## config.mk

```make
export PLATFORM = sky130hd
export DESIGN_NAME = lp_clk_ctrl
export DESIGN_NICKNAME = d
export VERILOG_FILES = /design/src/rtl/lp_clk_pkg.sv /design/src/rtl/lp_cfg_regs.sv /design/src/rtl/lp_src_arbiter.sv /design/src/rtl/lp_fosc_startup.sv /design/src/rtl/lp_branch_gate.sv /design/src/rtl/lp_clk_ctrl.sv
export SDC_FILE = /design/constraint.sdc
export NUM_CORES = 1
export LEC_CHECK = 0
export BUFFER_PORTS_ARGS = -buffer_cell sky130_fd_sc_hd__buf_4
export CORE_MARGIN = 5
export CORE_UTILIZATION = 40
export CTS_BUF_LIST = sky130_fd_sc_hd__clkbuf_2
export CTS_CLUSTER_SIZE = 24
export DETAILED_ROUTE_END_ITERATION = 6
export GPL_TIMING_DRIVEN = 0
export PLACE_DENSITY = 0.66
export SLEW_MARGIN = 20
export SYNTH_ARGS = -nofsm -noshare
export SYNTH_HDL_FRONTEND = slang
export SYNTH_SLANG_ARGS = --single-unit
```

## constraint.sdc

```tcl
create_clock -name clk_i -period 1.1 [get_ports clk_i]
set_input_delay 0.165 -clock clk_i [delete_from_list [all_inputs] [get_ports clk_i]]
set_output_delay 0.165 -clock clk_i [all_outputs]
set_load 0.05 [all_outputs]
```

## src/rtl/lp_clk_pkg.sv

```systemverilog
package lp_clk_pkg;
  localparam int unsigned NUM_BR = 2;
  localparam int unsigned BR_MAIN = 0;
  localparam int unsigned BR_SUB = 1;

  typedef enum logic [1:0] {
    SRC_FAST0 = 2'b00,
    SRC_FAST1 = 2'b01,
    SRC_XTAL  = 2'b10,
    SRC_LPO   = 2'b11
  } src_e;

  typedef struct packed {
    logic halt;
    logic sub_gate;
    logic bias_off;
    logic lf_off;
  } lp_ctrl_t;

  function automatic logic src_is_fast(src_e s);
    return (s == SRC_FAST0) || (s == SRC_FAST1);
  endfunction
endpackage

```

## src/rtl/lp_cfg_regs.sv

```systemverilog
module lp_cfg_regs
  import lp_clk_pkg::*;
(
  input  logic     clk_i,
  input  logic     rst_ni,
  input  logic     we_i,
  input  lp_ctrl_t ctrl_i,
  input  src_e     main_sel_i,
  input  src_e     sub_sel_i,
  input  logic     aux_sel_i,
  output lp_ctrl_t ctrl_o,
  output src_e     main_sel_o,
  output src_e     sub_sel_o,
  output logic     aux_sel_o
);
  always_ff @(posedge clk_i or negedge rst_ni) begin
    if (!rst_ni) begin
      ctrl_o     <= '0;
      main_sel_o <= SRC_FAST0;
      sub_sel_o  <= SRC_FAST0;
      aux_sel_o  <= 1'b0;
    end else if (we_i) begin
      ctrl_o     <= ctrl_i;
      main_sel_o <= main_sel_i;
      sub_sel_o  <= sub_sel_i;
      aux_sel_o  <= aux_sel_i;
    end
  end
endmodule

```

## src/rtl/lp_src_arbiter.sv

```systemverilog
module lp_src_arbiter
  import lp_clk_pkg::*;
(
  input  lp_ctrl_t          ctrl_i,
  input  src_e              br_sel_i [NUM_BR],
  input  logic              aux_sel_i,
  input  logic [NUM_BR-1:0] br_en_i,
  output logic [NUM_BR-1:0] br_want_o,
  output logic              fosc_en_o,
  output logic              bias_en_o,
  output logic              xtal_en_o,
  output logic              lpo_en_o
);
  logic [NUM_BR-1:0] use_fast, use_xtal, use_lpo;

  always_comb begin
    br_want_o[BR_MAIN] = !ctrl_i.halt;
    br_want_o[BR_SUB]  = !ctrl_i.sub_gate;
  end

  // a branch draws on its source while requested or while its enable is still high
  for (genvar b = 0; b < NUM_BR; b++) begin : g_use
    logic active;
    assign active      = br_want_o[b] || br_en_i[b];
    assign use_fast[b] = active && src_is_fast(br_sel_i[b]);
    assign use_xtal[b] = active && (br_sel_i[b] == SRC_XTAL);
    assign use_lpo[b]  = active && (br_sel_i[b] == SRC_LPO);
  end

  always_comb begin
    fosc_en_o = |use_fast;
    bias_en_o = !ctrl_i.bias_off || fosc_en_o;
    xtal_en_o = (|use_xtal) || (!ctrl_i.lf_off && !aux_sel_i);
    lpo_en_o  = (|use_lpo)  || (!ctrl_i.lf_off &&  aux_sel_i);
  end
endmodule

```

## src/rtl/lp_fosc_startup.sv

```systemverilog
module lp_fosc_startup #(
  parameter int unsigned START_TICKS = 8
) (
  input  logic clk_i,
  input  logic rst_ni,
  input  logic fosc_en_i,
  output logic ready_o
);
  localparam int unsigned CW = $clog2(START_TICKS + 1);
  localparam logic [CW-1:0] LIMIT = CW'(START_TICKS);

  logic [CW-1:0] cnt_q;

  always_ff @(posedge clk_i or negedge rst_ni) begin
    if (!rst_ni)              cnt_q <= '0;
    else if (!fosc_en_i)      cnt_q <= '0;
    else if (cnt_q != LIMIT)  cnt_q <= cnt_q + 1'b1;
  end

  assign ready_o = fosc_en_i && (cnt_q == LIMIT);
endmodule

```

## src/rtl/lp_branch_gate.sv

```systemverilog
module lp_branch_gate
  import lp_clk_pkg::*;
(
  input  logic clk_i,
  input  logic rst_ni,
  input  logic want_i,
  input  src_e sel_i,
  input  logic fosc_ready_i,
  input  logic xtal_en_i,
  input  logic lpo_en_i,
  input  logic lvl_i,
  output logic en_o
);
  logic src_ok, target;

  always_comb begin
    unique case (sel_i)
      SRC_XTAL: src_ok = xtal_en_i;
      SRC_LPO:  src_ok = lpo_en_i;
      default:  src_ok = fosc_ready_i;
    endcase
    target = want_i && src_ok;
  end

  // update only in the low phase of the ungated clock
  always_ff @(posedge clk_i or negedge rst_ni) begin
    if (!rst_ni)     en_o <= 1'b0;
    else if (!lvl_i) en_o <= target;
  end
endmodule

```

## src/rtl/lp_clk_ctrl.sv

```systemverilog
module lp_clk_ctrl
  import lp_clk_pkg::*;
#(
  parameter int unsigned START_TICKS = 8
) (
  input  logic       clk_i,
  input  logic       rst_ni,
  input  logic       cfg_we_i,
  input  logic       cpu_halt_i,
  input  logic       sub_gate_i,
  input  logic       bias_off_i,
  input  logic       lf_off_i,
  input  logic [1:0] main_sel_i,
  input  logic [1:0] sub_sel_i,
  input  logic       aux_sel_i,
  input  logic       main_lvl_i,
  input  logic       sub_lvl_i,
  output logic       main_en_o,
  output logic       sub_en_o,
  output logic       fosc_en_o,
  output logic       bias_en_o,
  output logic       xtal_en_o,
  output logic       lpo_en_o
);
  lp_ctrl_t ctrl_in, ctrl_q;
  src_e main_sel_q, sub_sel_q;
  logic aux_sel_q;
  src_e br_sel [NUM_BR];
  logic [NUM_BR-1:0] br_want, br_en, br_lvl;
  logic fosc_ready;

  assign ctrl_in = '{halt: cpu_halt_i, sub_gate: sub_gate_i,
                     bias_off: bias_off_i, lf_off: lf_off_i};

  lp_cfg_regs u_regs (
    .clk_i      (clk_i),
    .rst_ni     (rst_ni),
    .we_i       (cfg_we_i),
    .ctrl_i     (ctrl_in),
    .main_sel_i (src_e'(main_sel_i)),
    .sub_sel_i  (src_e'(sub_sel_i)),
    .aux_sel_i  (aux_sel_i),
    .ctrl_o     (ctrl_q),
    .main_sel_o (main_sel_q),
    .sub_sel_o  (sub_sel_q),
    .aux_sel_o  (aux_sel_q)
  );

  assign br_sel[BR_MAIN] = main_sel_q;
  assign br_sel[BR_SUB]  = sub_sel_q;
  assign br_lvl = {sub_lvl_i, main_lvl_i};

  lp_src_arbiter u_arb (
    .ctrl_i    (ctrl_q),
    .br_sel_i  (br_sel),
    .aux_sel_i (aux_sel_q),
    .br_en_i   (br_en),
    .br_want_o (br_want),
    .fosc_en_o (fosc_en_o),
    .bias_en_o (bias_en_o),
    .xtal_en_o (xtal_en_o),
    .lpo_en_o  (lpo_en_o)
  );

  lp_fosc_startup #(.START_TICKS(START_TICKS)) u_start (
    .clk_i     (clk_i),
    .rst_ni    (rst_ni),
    .fosc_en_i (fosc_en_o),
    .ready_o   (fosc_ready)
  );

  for (genvar b = 0; b < NUM_BR; b++) begin : g_br
    lp_branch_gate u_gate (
      .clk_i        (clk_i),
      .rst_ni       (rst_ni),
      .want_i       (br_want[b]),
      .sel_i        (br_sel[b]),
      .fosc_ready_i (fosc_ready),
      .xtal_en_i    (xtal_en_o),
      .lpo_en_i     (lpo_en_o),
      .lvl_i        (br_lvl[b]),
      .en_o         (br_en[b])
    );
  end

  assign main_en_o = br_en[BR_MAIN];
  assign sub_en_o  = br_en[BR_SUB];
endmodule

```

Word level (Yosys, flattened, before mapping)
Cells that the tools add are included.
{ "classes": {"n_eq_ne": 9, "mux": 4, "add_sub_neg": 1, "n_reduce_logical": 28} }
{ "op_table": {"columns": ["operator", "count"], "rows": [
  ["1-bit logical AND", 11],
  ["2-bit equality test, second input constant", 4],
  ["4-bit 2-to-1 mux", 2],
  ["1-bit logical OR", 7],
  ["2-bit OR reduction", 3],
  ["1-bit logical NOT", 5],
  ["4-bit by 1-bit adder with 4-bit output, second input constant", 1],
  ["2-bit by 1-bit equality test with 1-bit output, second input constant", 2],
  ["4-bit equality test, second input constant", 1],
  ["2-bit logical NOT", 2],
  ["4-bit inequality test, second input constant", 1],
  ["1-bit one-hot mux with 2 select lines", 2],
  ["2-bit inequality test, second input constant", 1]
]} }
{ "totals": {"input_bits": 14, "output_inout_bits": 6, "ff_bits": 15} }

Longest topological paths before layout
Gate-level depths: netlist of run 1.
{ "logic_depth": {"word_depth": 7, "depth_mapped": 6, "ltp_nobuf": 5} }

Hierarchy
A second synthesis of run 1 with hierarchy kept.
{ "hier_totals": {"hier_cells": 66, "hier_area_um2": 799.5} }
{ "modules_own_cells": {"columns": ["module", "seq_area_each_um2", "n_inst", "area_each_um2", "cells_per_inst"], "rows": [
  ["lp_cfg_regs", 225.2, 1, 371.6, 19],
  ["lp_fosc_startup", 100.1, 1, 221.5, 21],
  ["lp_branch_gate", 25.0, 2, 58.8, 6],
  ["lp_src_arbiter", 0.0, 1, 88.8, 14]
]} }

Least setup slack after synthesis of run 1
OpenSTA, ideal clock, no wires.
{ "synth_path": {"path_kind": "register to output", "start": "reg g_br[0].u_gate.en_o", "end": "out xtal_en_o", "path_stages_with_launch": 4, "path_buffers": 0, "t_required_ps": 935, "setup_slack_ps": -797, "arrival_time_ps": 1732, "cell_sequence": "dfrtp_1 > nand2b_1 > nand2_1 > o221ai_1"} }
{ "synth_via": {"elab_chain_len": 4} }
{ "synth_rtl": {"columns": ["item", "line_no", "rtl"], "rows": [
  ["start, declared", "lp_branch_gate.sv:12", "output logic en_o"],
  ["start signal, assigned", "lp_branch_gate.sv:28", "else if (!lvl_i) en_o <= target;"],
  ["1-bit logical OR", "lp_src_arbiter.sv:24", "assign active = br_want_o[b] || br_en_i[b];"],
  ["1-bit logical AND", "lp_src_arbiter.sv:26", "assign use_xtal[b] = active && (br_sel_i[b] == SRC_XTAL);"],
  ["2-bit OR reduction", "lp_src_arbiter.sv:33", "xtal_en_o = (|use_xtal) || (!ctrl_i.lf_off && !aux_sel_i);"],
  ["1-bit logical OR", "lp_src_arbiter.sv:33", null],
  ["end, declared", "lp_clk_ctrl.sv:22", "output logic xtal_en_o,"]
]} }
No other way between the ends.

Worst setup path in the final report of run 1
{ "layout_path": {"start": "reg g_br[0].u_gate.en_o", "end": "out bias_en_o"} }
{ "layout_via": {"elab_chain_len": 4} }
{ "layout_rtl": {"columns": ["item", "line_no", "rtl"], "rows": [
  ["1-bit logical OR", "lp_src_arbiter.sv:24", null],
  ["1-bit logical AND", "lp_src_arbiter.sv:25", "assign use_fast[b] = active && src_is_fast(br_sel_i[b]);"],
  ["2-bit OR reduction", "lp_src_arbiter.sv:31", "fosc_en_o = |use_fast;"],
  ["1-bit logical OR", "lp_src_arbiter.sv:32", "bias_en_o = !ctrl_i.bias_off || fosc_en_o;"],
  ["end, declared", "lp_clk_ctrl.sv:21", "output logic bias_en_o,"]
]} }
No other way between the ends.

==> results of run 1 <==
-- worst max-delay path by stage --
stage	startpoint	end	slack [ns]	depth (start not counted)
after CTS	g_br[0].u_gate.en_o$_DFFE_PN0N_	bias_en_o	-0.45	5
after global placement	g_br[0].u_gate.en_o$_DFFE_PN0N_	bias_en_o	-0.28	4
after global routing	g_br[0].u_gate.en_o$_DFFE_PN0N_	bias_en_o	-0.54	5
after floorplan	g_br[0].u_gate.en_o$_DFFE_PN0N_	bias_en_o	-0.29	3
after detailed placement	g_br[0].u_gate.en_o$_DFFE_PN0N_	bias_en_o	-0.29	4
final	g_br[0].u_gate.en_o$_DFFE_PN0N_	bias_en_o	-0.44	5
-- layer usage --
| metal | vias up | wire length [um] |
|---|---|---|
| met4 | 0 | 17 |
| met1 | 280 | 578 |
| met5 | - | 0 |
| met3 | 4 | 49 |
| li1 | 278 | - |
| met2 | 10 | 882 |
-- placed cells by master, fill, tap and decap left out, types with 3 or more instances in the layout --
master	instances
dfrtp_1	12
nand2_1	5
nor2_1	3
clkbuf_2	4
mux2_2	7
buf_6	8
dfrtp_2	3
buf_4	19
-- flip-flops by register name, summed over array words and instances, names as in the netlist --
| register | flops |
|---|---|
| u_regs.aux_sel_o | 1 |
| u_regs.main_sel_o | 2 |
| u_regs.ctrl_o | 4 |
| g_br.u_gate.en_o | 2 |
| u_start.cnt_q | 4 |
| u_regs.sub_sel_o | 2 |
-- timing repair --
item	CTS	global route
setup buffers	9	2
pin swaps	2	1
hold buffers	1	0
cloned	0	0
endpoints found under the hold margin	15	0
gates resized for setup	9	6
setup endpoints to repair	10	12
-- worst max-delay path: cells and delay by family (launching register included) --
family	cells	cell delay, ns
and+or+nand+nor	2	0.20
DFF	1	0.43
AOI/OAI and AO/OA	1	0.17
buffers and inverters	2	0.29
-- power groups by stage --
stage          Combinational [mW]  Sequential (mW)  Clock, mW
5_1_grt                     0.800            0.735      0.298
3_5_place_dp                0.562            0.745          0
2_1_floorplan               0.388            0.754          0
3_3_place_gp                0.549            0.739          0
6_report                    0.729            0.720      0.267
4_1_cts                     0.724            0.719      0.266
-- cell type report --
| type | instances | area [um2] | area share |
|---|---|---|---|
| buffer | 2 | 16.3 | 0.0145 |
| inverter | 5 | 21.3 | 0.0190 |
| clock buffer | 4 | 20.0 | 0.0179 |
| multi-input combinational | 41 | 390 | 0.349 |
| sequential | 15 | 379 | 0.339 |
| tap | 25 | 31.3 | 0.0279 |
| timing repair buffer | 29 | 262 | 0.234 |
-- metrics by stage --
stage | instances | setup WS (ns) | utilization | hold WS, ns
2_1_floorplan | 63 | -0.288 | - | -0.131
3_3_place_gp | 107 | -0.276 | 0.569 | 0.0305
3_5_place_dp | 107 | -0.294 | 0.569 | 0.0273
4_1_cts | 121 | -0.452 | 0.647 | 0.0465
5_1_grt | 121 | -0.536 | 0.656 | 0.0311
6_report | 121 | -0.437 | 0.656 | 0.0448
-- kinds of logic after synthesis --
logic type / Yosys count / share of synthesized area
AO/OA/AOI/OAI: 7 / 0.0860
AND/OR/NAND/NOR: 21 / 0.140
adder cells (fa/ha/maj): 2 / 0.0351
multiplexers: 9 / 0.139
flip-flops: 15 / 0.526
XOR/XNOR: 2 / 0.0246
buffers and inverters: 7 / 0.0491
==> flow_summary.ini, run 1 <==
[status]
status = complete, but fails checks
violations = setup timing

[logic_synthesis]
yosysSeqAreaShare = 0.526
avgSynthCellArea_um2 = 11.3
synth_cell_types = 20
syn-num-nets = 79
syn_area_um2 = 713
synth_top_area_frac = 0.526
yosysTopAreaCell = dfrtp_1
synthTopCellsByArea = dfrtp_1, mux2_2, ha_1
ys.flop_type = dfrtp_1
yosys-top-cells-count = dfrtp_1, mux2_2, nand2_1, nor2_1, inv_1
synth-async-reset-ratio = 1.00
netlist_instances = 63
yosys_warnings = 0
synth_edf_count = 0
synth-seq-cells = 15
synth_most_common_cell = dfrtp_1

[critical_path]
r2r_slack_ns = -0.14
regToRegStartpoint = g_br[0].u_gate.en_o$_DFFE_PN0N_
cp_cell_sequence = nand2b_4 -> a22oi_2 -> buf_6 -> nand2_4 -> buf_6
critical_path.max_fanout = 3
crit_type = reg2out
required_ns = 0.94
cp_slowest_cell = dfrtp_2
cp.arrival_ns = 1.37
ff2ff_path_depth = 6
end_kind = output pin
cp_common_cell = buf_6
timing.rr.end = u_start.cnt_q[2]$_DFFE_PN0P_
crit_path_start_kind = flop
cpPeakStageDelay_ns = 0.43

[global_route]
grt_max_degree = 16
met2_usage = 0.262
track_usage = 0.137
grtUsageMet1 = 0.153
first_global_vias = 645
busiest_layer = met2
met3_usage = 0.0256
antenna_found_initial = 0
grt_pass1_wl_mm = 2.76
grt_remaining_overflow = 0

[sta]
worstMarginPinSlew_ns = 0.205
finalSetupViolCount = 12
fin_crit_ns = 1.54
layout_setup_ws_ns = -0.437
maxSlewHeadroom = 0.863
drv_slew = 0
finClkSkew_ns = 0.000822
fmax_mhz = 650
hold_violations = 0
rsz0062_at_grt = yes
tns_ns = -2.37
min_period_over_period = 1.40

[pwr]
seq_power_share = 0.420
swShare = 0.354
total_power_mw = 1.72
p_leak_nw = 0.517
p_clk_frac = 0.156
internal_power_mw = 1.11
combPwrFrac = 0.425
vdd_drop_max_mv = 0.799
powerDensity_nw_per_um2 = 1530
switching_power_uw = 608

[detailed_routing]
dr.pass1.iters = 4
ant_nets = 0
drc = 0
totalWireLength_mm = 1.53
routedWlPerCell_um = 12.6
drt-vias-per-instance = 4.73
drt_iter0_markers = 5
via_count = 572

[floorplan]
die_area_um2 = 2730
ios = 20
die_h_um = 52.2
fp.dieW_um = 52.2
rows = 15
start_util = 0.418
design.core.area_um2 = 1710

[job]
maxCapViolations = 0

[placement]
hpwl_mm = 1.15
io_buffer_count = 19
dpl_cell_area_um2 = 972
routabilityCongestion = 0.660

[layout]
layout-drive-gt1-share = 0.625
nets = 113
syn2layout_area_growth_pct = 57.0
design_area_um2 = 1120
n_fill_cell = 131
diodes = 0

[cts]
htree_levels = 1
cts_tree = done
cts_buffers = 3
clockBufferDepth = 2
ctsRootBufferMaster = clkbuf_2
path_clk_slew_ns = 0.14
insertion_delay_ns = 0.28
cts_sinks = 15

[hold_path]
min_path_type = in2reg
hold_end = g_br[1].u_gate.en_o$_DFFE_PN0N_
min_path_cells = 2
hold_start = sub_lvl_i
Note: power is estimated with default switching activity, not from simulation.
==> run 2: changes to the inputs <==
--- a/config.mk
+++ b/config.mk
@@ -7,12 +7,13 @@
 export LEC_CHECK = 0
 export BUFFER_PORTS_ARGS = -buffer_cell sky130_fd_sc_hd__buf_4
 export CORE_MARGIN = 5
-export CORE_UTILIZATION = 40
+export CORE_UTILIZATION = 47
 export CTS_BUF_LIST = sky130_fd_sc_hd__clkbuf_2
 export CTS_CLUSTER_SIZE = 24
 export DETAILED_ROUTE_END_ITERATION = 6
 export GPL_TIMING_DRIVEN = 0
-export PLACE_DENSITY = 0.66
+export PLACE_DENSITY = 0.76
+export SETUP_SLACK_MARGIN = 0.2
 export SLEW_MARGIN = 20
 export SYNTH_ARGS = -nofsm -noshare
 export SYNTH_HDL_FRONTEND = slang
==> flow_summary.ini, run 2 (synthesis results as in run 1) <==
[layout]
diodes = 0
final_cell_mix = buf_4, dfrtp_1, buf_6
layout_commonest_cell = buf_4
final_util = 0.777
reg_top3 = u_regs.ctrl_o x4, u_start.cnt_q x4
syn2layout_area_growth_pct = 60.4
layout-drive-gt1-share = 0.653
nets = 115

[cts]
cts_sinks = 15
cts_buffers = 3
htree_levels = 1
path_clk_slew_ns = 0.15
cts_tree = done
ctsRootBufferMaster = clkbuf_2
insertion_delay_ns = 0.30
clockBufferDepth = 2

[floorplan]
fp.dieW_um = 49.0
rows = 14
die_h_um = 49.0
die_area_um2 = 2400
start_util = 0.485
design.core.area_um2 = 1470
ios = 20

[placement]
io_buffer_count = 19
routabilityCongestion = 0.644
hpwl_mm = 1.05

[sta]
fin_crit_ns = 1.54
fmax_mhz = 648
rsz0062_at_grt = yes
min_period_over_period = 1.40
drv_slew = 0
maxSlewHeadroom = 0.864
hold_slack_ns = 0.0411
worstMarginPinSlew_ns = 0.203
layout_setup_ws_ns = -0.442
finClkSkew_ns = 0.0151
tns_ns = -2.32
hold_violations = 0
finalSetupViolCount = 12

[pwr]
internal_power_mw = 1.14
p_leak_nw = 0.531
switching_power_uw = 656
swShare = 0.365
combPwrFrac = 0.449
powerDensity_nw_per_um2 = 1570
seq_power_share = 0.403
vdd_drop_max_mv = 1.33
p_clk_frac = 0.148

[status]
violations = setup timing
status = complete, but fails checks

[global_route]
grt_remaining_overflow = 0
grt_max_degree = 16
antenna_found_initial = 0
track_usage = 0.156
grt_pass1_wl_mm = 2.83
first_global_vias = 632

[detailed_routing]
ant_nets = 0
via_count = 564
dr.pass1.iters = 2
drt_iter0_markers = 2
totalWireLength_mm = 1.69
drc = 0
routedWlPerCell_um = 14.8
drt-vias-per-instance = 4.95

[critical_path]
cp.arrival_ns = 1.38
cp_slowest_cell = dfrtp_2
cp_cell_sequence = nand2b_4 -> a22oi_2 -> buf_6 -> nand2_4 -> buf_6
crit_type = reg2out
cpPeakStageDelay_ns = 0.44
regToRegStartpoint = u_start.cnt_q[0]$_DFFE_PN0P_
startpoint = g_br[1].u_gate.en_o$_DFFE_PN0N_
critical_path.max_fanout = 4
cp_common_cell = buf_6
end_kind = output pin
required_ns = 0.94
crit_path_start_kind = flop

[hold_path]
hold_start = main_lvl_i
min_path_type = in2reg

[job]
maxCapViolations = 0
==> run 2: cell types whose count changed in the layout (fill, tap and decap cells not counted), sizes merged <==
cell         before  now
buf              30   31
clkbuf            4    3
dlygate4sd3       1    2
clkinv            0    1
==> run 2: worst max-delay path: cells and delay by family, from the launching register on <==
kind | cells | cell delay [ns]
flip-flops | 1 | 0.44
buffers and inverters | 2 | 0.29
AND/OR/NAND/NOR | 2 | 0.20
AO/OA/AOI/OAI | 1 | 0.14
==> run 2: final timing paths <==
check,end,slack (ns),depth (start not counted)
min in group asynchronous,u_start.cnt_q[2]$_DFFE_PN0P_,0.23,2
max reg2reg,u_start.cnt_q[1]$_DFFE_PN0P_,-0.19,6
min reg2reg,g_br[1].u_gate.en_o$_DFFE_PN0N_,0.57,1
min,g_br[0].u_gate.en_o$_DFFE_PN0N_,0.04,2
max in group asynchronous,g_br[0].u_gate.en_o$_DFFE_PN0N_,0.66,2
max,bias_en_o,-0.44,5
==> run 2: area by class of cell <==
| class | instances | area [um2] |
|---|---|---|
| inverter | 5 | 21.3 |
| clock buffer | 3 | 15.0 |
| sequential | 15 | 380 |
| fill | 106 | 328 |
| tap | 16 | 20.0 |
| buffer | 2 | 16.3 |
| clock inverter | 1 | 5.00 |
| timing repair buffer | 31 | 272 |
| multi-input combinational | 41 | 414 |
==> run 2: power groups by stage <==
stage                     sequential, mW  combinational, mW  clock, mW
after floorplan                    0.754              0.388          0
after global placement             0.739              0.548          0
after detailed placement           0.741              0.573          0
after CTS                          0.718              0.747      0.270
after global routing               0.736              0.868      0.305
final                              0.723              0.806      0.266
==> run 2: metrics by stage <==
step           instance area, um2  power, mW  worst slack [ns]  std cells
2_1_floorplan                 798       1.14            -0.288         63
3_3_place_gp                  961       1.29            -0.270         98
3_5_place_dp                  961       1.31            -0.274         98
4_1_cts                      1100       1.73            -0.453        112
5_1_grt                      1140       1.91            -0.519        114
6_report                     1140       1.79            -0.442        114
==> run 2: metal layers <==
| metal | vias up | share of wire | GRT usage |
|---|---|---|---|
| met5 | - | 0 | 0 |
| met4 | 0 | 0.0053 | 0.0404 |
| met3 | 2 | 0.061 | 0.0734 |
| met2 | 16 | 0.55 | 0.263 |
| met1 | 264 | 0.39 | 0.175 |
| li1 | 282 | - | - |
==> run 2: timing repair <==
item / 4_1_cts / 5_1_grt
hold buffers: 1 / 1
pin swaps: 2 / 2
cloned: 0 / 0
buffers inserted: 9 / 1
hold endpoints to repair: 15 / 1
setup endpoints to repair: 12 / 13
resized for setup: 11 / 5
==> run 3: changes to the inputs <==
--- a/config.mk
+++ b/config.mk
@@ -5,7 +5,7 @@
 export SDC_FILE = /design/constraint.sdc
 export NUM_CORES = 1
 export LEC_CHECK = 0
-export BUFFER_PORTS_ARGS = -buffer_cell sky130_fd_sc_hd__buf_4
+export BUFFER_PORTS_ARGS = -buffer_cell sky130_fd_sc_hd__clkbuf_2
 export CORE_MARGIN = 5
 export CORE_UTILIZATION = 47
 export CTS_BUF_LIST = sky130_fd_sc_hd__clkbuf_2
==> flow_summary.ini, run 3 (synthesis results as in run 1) <==
[status]
violations = setup timing
status = complete, but fails checks

[critical_path]
startpoint = g_br[0].u_gate.en_o$_DFFE_PN0N_
timing.rr.end = u_start.cnt_q[1]$_DFFE_PN0P_
cpPeakStageDelay_ns = 0.43
cp_slowest_cell = dfrtp_2
crit_path_end = fosc_en_o
crit_family = flip-flops
critical_path.max_fanout = 3
ff2ff_path_depth = 6
end_kind = output pin
crit_type = reg2out
required_ns = 0.94
cp_cell_sequence = nand2b_4 -> a22oi_2 -> buf_6 -> inv_4 -> clkbuf_16
cp.depth = 5
regToRegStartpoint = u_start.cnt_q[1]$_DFFE_PN0P_
critical_path_buf_inv_count = 3
crit_path_start_kind = flop
r2r_slack_ns = -0.20
cp.arrival_ns = 1.39

[global_route]
track_usage = 0.152
grt_max_degree = 16
grt_pass1_wl_mm = 2.89
antenna_found_initial = 0
first_global_vias = 675
grt_remaining_overflow = 0

[detailed_routing]
drt_iter0_markers = 10
dr.pass1.iters = 4
totalWireLength_mm = 1.89
drc = 0
ant_nets = 0
routedWlPerCell_um = 15.7
via_count = 610
drt-vias-per-instance = 5.08

[sta]
drv_slew = 0
layout_setup_ws_ns = -0.459
maxSlewHeadroom = 0.744
worstMarginPinSlew_ns = 0.384
fmax_mhz = 641
finClkSkew_ns = 0.000784
hold_violations = 0
rsz0062_at_grt = yes
min_period_over_period = 1.42
finalSetupViolCount = 12
fin_crit_ns = 1.56

[pwr]
powerDensity_nw_per_um2 = 1600
seq_power_share = 0.377
p_leak_nw = 0.581
total_power_mw = 1.94
internal_power_mw = 1.25
vdd_drop_max_mv = 0.938
switching_power_uw = 688
p_clk_frac = 0.139
combPwrFrac = 0.484
swShare = 0.354

[cts]
htree_levels = 1
clockBufferDepth = 2
path_clk_slew_ns = 0.14
cts_sinks = 15
cts_tree = done
ctsRootBufferMaster = clkbuf_2
insertion_delay_ns = 0.28
cts_buffers = 3

[layout]
final_cell_mix = clkbuf_2, dfrtp_1, buf_4
layout-drive-gt1-share = 0.663
syn2layout_area_growth_pct = 70.2
n_fill_cell = 94
design_area_um2 = 1210
final_util = 0.825
nets = 121
layout_commonest_cell = clkbuf_2
reg_top3 = u_regs.ctrl_o x4, u_start.cnt_q x4
diodes = 0

[floorplan]
rows = 14
design.core.area_um2 = 1470
start_util = 0.485
ios = 20
die_area_um2 = 2400
die_h_um = 49.0
fp.dieW_um = 49.0

[hold_path]
min_path_type = in2reg

[placement]
dp_slack_ns = -0.301
io_buffer_count = 19
routabilityCongestion = 0.665
hpwl_mm = 1.02
dpl_cell_area_um2 = 913

[job]
maxCapViolations = 0
## run 3: cell count changes in the layout (fill, tap and decap cells not counted), moves of 2 or more
| cell | change |
|---|---|
| buf_4 | -11 |
| buf_8 | +2 |
| clkbuf_16 | +3 |
| clkbuf_2 | +14 |
| nand3_2 | -2 |
## run 3: worst min path at each step
stage                         start                               to  slack (ns)  cells after the start
final                     sub_lvl_i  g_br[1].u_gate.en_o$_DFFE_PN0N_        0.06                      2
after detailed placement     rst_ni     u_regs.ctrl_o[3]$_DFFE_PN0P_        0.09                      1
after floorplan              rst_ni  g_br[0].u_gate.en_o$_DFFE_PN0N_       -0.13                      0
after global placement       rst_ni     u_regs.ctrl_o[3]$_DFFE_PN0P_         0.1                      1
after CTS                 sub_lvl_i  g_br[1].u_gate.en_o$_DFFE_PN0N_        0.05                      2
after global routing      sub_lvl_i  g_br[1].u_gate.en_o$_DFFE_PN0N_        0.02                      2
## run 3: cell type report
type	count	area, um2	share of cell area
multi-input combinational	41	407	0.335
sequential	15	380	0.313
timing repair buffer	37	349	0.288
inverter	5	21.3	0.0175
clock buffer	4	20.0	0.0165
tap	16	20.0	0.0165
buffer	2	16.3	0.0134
## run 3: what timing repair did
item,in CTS,in global routing
hold endpoints to repair,15,0
pin swaps,2,1
gates resized for setup,21,10
buffers inserted,10,7
gates cloned,0,0
setup endpoints to repair,12,14
hold buffers,1,0
## run 3: per-layer routing
layer,wire (um),vias up,GRT usage
met2,1030,17,0.285
met5,0,-,0
met1,746,297,0.163
met4,16,0,0.0135
li1,-,294,-
met3,96,2,0.0612
## run 3: power groups by stage
stage               Sequential (mW)  Combinational [mW]  Clock (mW)
global placement              0.740               0.511           0
CTS                           0.719               0.789       0.271
detailed placement            0.744               0.526           0
floorplan                     0.754               0.388           0
finish                        0.732               0.941       0.270
global route                  0.738                1.01       0.313
## run 3: per-stage QoR
stage          setup TNS, ns  hold slack (ns)  instances
2_1_floorplan          -1.51           -0.131         63
3_3_place_gp           -1.40           0.0958         98
3_5_place_dp           -1.53           0.0947         98
4_1_cts                -2.26           0.0547        113
5_1_grt                -3.43           0.0194        120
6_report               -2.74           0.0602        120
